### config.mk
export PLATFORM = sky130hd
export DESIGN_NAME = tlb_asid_sweep
export DESIGN_NICKNAME = d
export VERILOG_FILES = /design/src/rtl/tlbsweep_pkg.sv /design/src/rtl/sweep_ctrl.sv /design/src/rtl/sweep_datapath.sv /design/src/rtl/tlb_asid_sweep.sv
export SDC_FILE = /design/constraint.sdc
export NUM_CORES = 1
export LEC_CHECK = 0
export BUFFER_PORTS_ARGS = -buffer_cell sky130_fd_sc_hd__buf_2
export CAP_MARGIN = 20
export CORE_AREA = 2 2 65 73
export CTS_CLUSTER_DIAMETER = 120
export DETAILED_ROUTE_END_ITERATION = 8
export DIE_AREA = 0 0 67 75
export HOLD_SLACK_MARGIN = 0.12
export PLACE_DENSITY = 0.9
export REMOVE_ABC_BUFFERS = 1
export SETUP_SLACK_MARGIN = 0.4
export SYNTH_ARGS = -nofsm -noshare
export SYNTH_HDL_FRONTEND = slang
export SYNTH_SLANG_ARGS = --single-unit
export TNS_END_PERCENT = 1
### constraint.sdc
create_clock -name clk -period 3.17 [get_ports clk]
set_clock_uncertainty 0.1 [all_clocks]
set_input_delay 0.1585 -clock clk [delete_from_list [all_inputs] [get_ports clk]]
set_output_delay 0.1585 -clock clk [all_outputs]
set_load 0.03 [all_outputs]
### src/rtl/tlbsweep_pkg.sv
package tlbsweep_pkg;
  localparam int ASID_W     = 8;
  localparam int VALID_BIT  = 3;
  localparam int GLOBAL_BIT = 4;
  localparam int VPN_LSB    = 13;

  typedef struct packed {
    logic loadPid;
    logic issueRd;
  } sweepCtl_t;

  typedef enum logic [1:0] {
    SW_IDLE  = 2'd0,
    SW_WALK  = 2'd1,
    SW_DRAIN = 2'd2
  } sweepState_e;
endpackage

### src/rtl/sweep_ctrl.sv
module sweep_ctrl
  import tlbsweep_pkg::*;
#(
  parameter int ENT_W = 7
) (
  input  logic             clk,
  input  logic             rst_n,
  input  logic             startReq,
  input  logic             hitNow,
  input  logic             outStall,
  input  logic             pipeEmpty,
  output sweepCtl_t        ctl,
  output logic [ENT_W-1:0] entryIdx,
  output logic             busy,
  output logic             done
);
  localparam logic [ENT_W-1:0] LAST_ENT = {ENT_W{1'b1}};

  sweepState_e state;

  always_comb begin
    ctl         = '0;
    ctl.loadPid = (state == SW_IDLE) && startReq;
    // a hit returning this cycle fills the output slot, so hold issue one cycle
    ctl.issueRd = (state == SW_WALK) && !outStall && !hitNow;
  end

  assign busy = (state != SW_IDLE);

  always_ff @(posedge clk or negedge rst_n) begin
    if (!rst_n) begin
      state    <= SW_IDLE;
      entryIdx <= '0;
      done     <= 1'b0;
    end else begin
      done <= 1'b0;
      unique case (state)
        SW_IDLE: begin
          if (startReq) begin
            state    <= SW_WALK;
            entryIdx <= '0;
          end
        end
        SW_WALK: begin
          if (ctl.issueRd) begin
            entryIdx <= entryIdx + 1'b1;
            if (entryIdx == LAST_ENT) state <= SW_DRAIN;
          end
        end
        SW_DRAIN: begin
          if (pipeEmpty) begin
            state <= SW_IDLE;
            done  <= 1'b1;
          end
        end
        default: state <= SW_IDLE;
      endcase
    end
  end

  // done coincides with the fall of busy
  a_r8_done_ends_busy: assert property (@(posedge clk) disable iff (!rst_n)
    $fell(busy) |-> done);
  a_r8_done_not_busy: assert property (@(posedge clk) disable iff (!rst_n)
    done |-> !busy);
  // reads only during a walk
  a_r3_issue_in_walk: assert property (@(posedge clk) disable iff (!rst_n)
    ctl.issueRd |-> busy);
  // no read while the request output is stalled
  a_r7_stall_blocks_issue: assert property (@(posedge clk) disable iff (!rst_n)
    outStall |-> !ctl.issueRd);
endmodule

### src/rtl/sweep_datapath.sv
module sweep_datapath
  import tlbsweep_pkg::*;
#(
  parameter int REQ_W  = 16,
  parameter int DATA_W = 32
) (
  input  logic              clk,
  input  logic              rst_n,
  input  sweepCtl_t         ctl,
  input  logic [REQ_W-1:0]  reqPid,
  input  logic [DATA_W-1:0] rdHi,
  input  logic [DATA_W-1:0] rdLo,
  input  logic              invReady,
  output logic              invValid,
  output logic [DATA_W-1:0] invAddr,
  output logic              hitNow,
  output logic              outStall,
  output logic              pipeEmpty
);
  logic [ASID_W-1:0] pidReg;
  logic              dataVld;
  logic              entryQual;
  logic              unusedBits;

  assign unusedBits = ^{reqPid[REQ_W-1:ASID_W], rdHi[VPN_LSB-1:ASID_W],
                        rdLo[DATA_W-1:GLOBAL_BIT+1], rdLo[VALID_BIT-1:0]};

  assign entryQual = rdLo[VALID_BIT] && !rdLo[GLOBAL_BIT]
                     && (rdHi[ASID_W-1:0] == pidReg);
  assign hitNow    = dataVld && entryQual;
  assign outStall  = invValid && !invReady;
  assign pipeEmpty = !dataVld && !invValid;

  always_ff @(posedge clk or negedge rst_n) begin
    if (!rst_n) begin
      pidReg   <= '0;
      dataVld  <= 1'b0;
      invValid <= 1'b0;
      invAddr  <= '0;
    end else begin
      if (ctl.loadPid) pidReg <= reqPid[ASID_W-1:0];
      dataVld <= ctl.issueRd;
      if (hitNow) begin
        invValid <= 1'b1;
        invAddr  <= {rdHi[DATA_W-1:VPN_LSB], {VPN_LSB{1'b0}}};
      end else if (invReady) begin
        invValid <= 1'b0;
      end
    end
  end

  // request holds under backpressure
  a_r7_hold_request: assert property (@(posedge clk) disable iff (!rst_n)
    (invValid && !invReady) |=> (invValid && $stable(invAddr)));
  // page offset bits are zero
  a_r5_page_aligned: assert property (@(posedge clk) disable iff (!rst_n)
    invValid |-> (invAddr[VPN_LSB-1:0] == '0));
  // a returning hit never overwrites a pending request
  a_r6_no_overwrite: assert property (@(posedge clk) disable iff (!rst_n)
    hitNow |-> (!invValid || invReady));
endmodule

### src/rtl/tlb_asid_sweep.sv
module tlb_asid_sweep
  import tlbsweep_pkg::*;
#(
  parameter int ARR_W  = 1,
  parameter int WAY_W  = 2,
  parameter int IDX_W  = 4,
  parameter int REQ_W  = 16,
  parameter int DATA_W = 32
) (
  input  logic              clk,
  input  logic              rst_n,
  input  logic              startReq,
  input  logic [REQ_W-1:0]  reqPid,
  output logic              busy,
  output logic              done,
  output logic              rdEn,
  output logic [ARR_W-1:0]  rdArray,
  output logic [WAY_W-1:0]  rdWay,
  output logic [IDX_W-1:0]  rdIndex,
  input  logic [DATA_W-1:0] rdHi,
  input  logic [DATA_W-1:0] rdLo,
  output logic              invValid,
  input  logic              invReady,
  output logic [DATA_W-1:0] invAddr
);
  localparam int ENT_W = ARR_W + WAY_W + IDX_W;

  sweepCtl_t        ctl;
  logic [ENT_W-1:0] entryIdx;
  logic             hitNow;
  logic             outStall;
  logic             pipeEmpty;

  sweep_ctrl #(.ENT_W(ENT_W)) i_ctrl (
    .clk(clk), .rst_n(rst_n), .startReq(startReq), .hitNow(hitNow),
    .outStall(outStall), .pipeEmpty(pipeEmpty), .ctl(ctl),
    .entryIdx(entryIdx), .busy(busy), .done(done)
  );

  sweep_datapath #(.REQ_W(REQ_W), .DATA_W(DATA_W)) i_datapath (
    .clk(clk), .rst_n(rst_n), .ctl(ctl), .reqPid(reqPid), .rdHi(rdHi),
    .rdLo(rdLo), .invReady(invReady), .invValid(invValid), .invAddr(invAddr),
    .hitNow(hitNow), .outStall(outStall), .pipeEmpty(pipeEmpty)
  );

  assign rdEn = ctl.issueRd;
  assign {rdArray, rdWay, rdIndex} = entryIdx;
endmodule

==> out/metrics.csv <==
metric,value,unit
run_status,"finished, final reports clean",
drive_above_1_share,43.0,%
leakage,1.38,nW
cts_htree_levels,2,
synth_cell_type_count,28,
post-cts-setup-buffers,0,
drtAntennaViolNets,0,
syn_to_final_growth,38.1,%
hp-class,reg -> reg,
clockRootBuffer,clkbuf_8,
grt_pass1_vias,1372,
cts_made_buffers,5,
grt_pass1_wl,6190,um
r2r-end,i_datapath.invAddr[18],
dp_worst_setup_slack,964,ps
cts.clk_slew.worst_paths,70,ps
cts_tree,built,
cp_max_fo,18,
power.total,0.00139,W
firstDrtPassIters,4,
cts.path.max_buffers,2,
port_buffers,70,
seqCellArea,976,sq um
cp-start-kind,register,
p_int,0.000911,W
post_drt_wl_per_cell,13.2,um
routed_wl,3900,um
design_area,2530,sq um
die_area,5030,sq um
hold_end,i_ctrl.done,
cts_sinks,39,
hold_depth,1,
fin_nets,328,
synth_flop_cell,dfrtp_1,
worst-r2r-cell-count,5,
post-route-period-util,77.4,%
power_frac_seq,46.3,%
io_pins,127,
fillers,363,
ys_seq_area_share,53.2,%
dr_total_vias,1325,
synthesis.area,1840,sq um
cp.arrival,2200,ps
clk_latency,280,ps
worstSetupEndpointType,output port,
avgSynthCellArea,13.1,sq um
max_freq,407,MHz
synth-edff-count,0,
gp_congestion,0.747,
die_h,75,um
required,2910,ps
setup_viol,0,
rsz0062_at_grt,no,
synth_seq_cells,39,
placed_area,2160,sq um
p_sw,0.000481,W
grt_max_degree,40,
criticalPathCategory,reg -> out,
maxCapViolCount,0,
cts_resized,0,
hp-start,i_datapath.dataVld,
sw_frac_of_total,34.5,%
reg2reg_setup_slack,950,ps
hold_buffers,30,
fin_crit,2450,ps
peakVddDrop,0.368,mV
fp.dieW,67,um
yosysWarnings,0,
syn_inst,140,
p_comb_share,32.4,%
via_per_inst,4.48,
worst_slew_margin_rel,43.6,%
hpwlAfterDp,2550,um
antenna_found_initial,0,
antenna_cells,0,
multi_input_area,746,sq um
maxSlewViolCount,0,
layout_setup_ws,715,ps
clockPowerShare,21.3,%
core-area,4250,sq um
r2r_start,i_datapath.pidReg[6],
initial_core_util,43.1,%
worstMarginPinSlew,846,ps
grt_usage,16.6,%
synthArstFlopShare,100,%
drc,0,
drt_iter0_markers,63,
hold_viol,0,
fin_setup_tns,0,ps
rows,25,
p_per_area,549,nW/um^2
grt_overflow,0,
-- layer usage --
| layer | wire length, um | vias up | GRT usage, % |
|---|---|---|---|
| met3 | 197 | 7 | 4.93 |
| met5 | 0 | - | 0 |
| met1 | 1640 | 626 | 19.8 |
| met2 | 2000 | 41 | 28.7 |
| met4 | 68 | 0 | 5.44 |
| li1 | - | 651 | - |
-- power by group through the flow --
| stage | Sequential, W | Combinational [W] | Clock (W) |
|---|---|---|---|
| final | 0.000645 | 0.000451 | 0.000296 |
| after global routing | 0.000659 | 0.000490 | 0.000329 |
| after CTS | 0.000645 | 0.000453 | 0.000312 |
| after detailed placement | 0.000654 | 0.000423 | 0 |
| after global placement | 0.000649 | 0.000416 | 0 |
| after floorplan | 0.000764 | 0.000179 | 0 |
-- cells in the mapped netlist, types with 3 or more instances --
library cell	n	area, sq um
mux2i_1	6	60.1
nand3_1	4	20.0
mux2_2	13	146
xnor2_1	8	70.1
buf_4	13	97.6
nor2_1	4	15.0
dfrtp_1	39	976
and3_1	3	18.8
nand2_1	10	37.5
mux2_4	14	210
inv_1	4	15.0
-- state kept, by name (all words and copies together), names as in the netlist --
signal / count
i_datapath.invValid: 1
i_ctrl.state: 2
i_ctrl.entryIdx: 7
i_datapath.invAddr: 19
i_ctrl.done: 1
i_datapath.pidReg: 8
i_datapath.dataVld: 1
-- worst max-delay path by stage --
stage                               startpoint                      to
final                     i_datapath.pidReg[6]                    rdEn
after global routing      i_datapath.pidReg[2]                    rdEn
after CTS                 i_datapath.pidReg[4]                    rdEn
after detailed placement  i_datapath.pidReg[4]  i_datapath.invAddr[25]
after global placement    i_datapath.pidReg[4]  i_datapath.invAddr[28]
after floorplan           i_datapath.pidReg[6]                    rdEn
-- through the flow --
stage | hold slack, ps | std cells | util (%)
2_1_floorplan | -237 | 135 | -
3_3_place_gp | 211 | 260 | 50.8
3_5_place_dp | 224 | 260 | 50.8
4_1_cts | 379 | 296 | 59.6
5_1_grt | 403 | 296 | 59.6
6_report | 378 | 296 | 59.6
-- critical path: stages (launching register included) --
cell      delay [ps]
dfrtp_1          390
xnor2_1          170
nand4b_1         110
or3_1            670
nand2_1          300
inv_1             90
buf_2            180
-- cell usage in the layout, fill, tap and decap left out --
cell type / count
and3_1: 3
dfrtp_1: 39
conb_1: 13
nor3b_1: 2
clkbuf_8: 5
inv_1: 4
a21oi_1: 2
nand2_1: 10
nor3_1: 2
clkbuf_1: 1
mux2_4: 14
nand3_1: 4
dlygate4sd3_1: 30
nand4b_1: 2
nor2_1: 4
buf_2: 70
nand2b_1: 1
mux2i_1: 6
o21ai_0: 1
nand4_1: 1
a31o_2: 1
buf_4: 1
xnor2_1: 8
o22ai_1: 1
a211oi_1: 1
or3_1: 1
nand3b_1: 1
ha_1: 1
mux2_2: 13
-- cell type report --
| class | instances | area share (%) |
|---|---|---|
| Timing Repair Buffer | 101 | 26.0 |
| Tap cell | 54 | 2.67 |
| Inverter | 4 | 0.592 |
| Sequential cell | 39 | 38.5 |
| Clock buffer | 6 | 2.86 |
| Multi-Input combinational cell | 92 | 29.4 |
-- logic make-up after synthesis --
logic type	after synthesis	share of synthesized area (%)
buffers and inverters	21	8.66
adders and majority gates	1	0.682
xor gates and xnor gates	8	3.82
AOI/OAI and AO/OA	6	2.05
DFF	39	53.2
muxes	33	22.7
other	1	0.204
and+or+nand+nor	31	8.73
(Power assumes the default switching activity.)
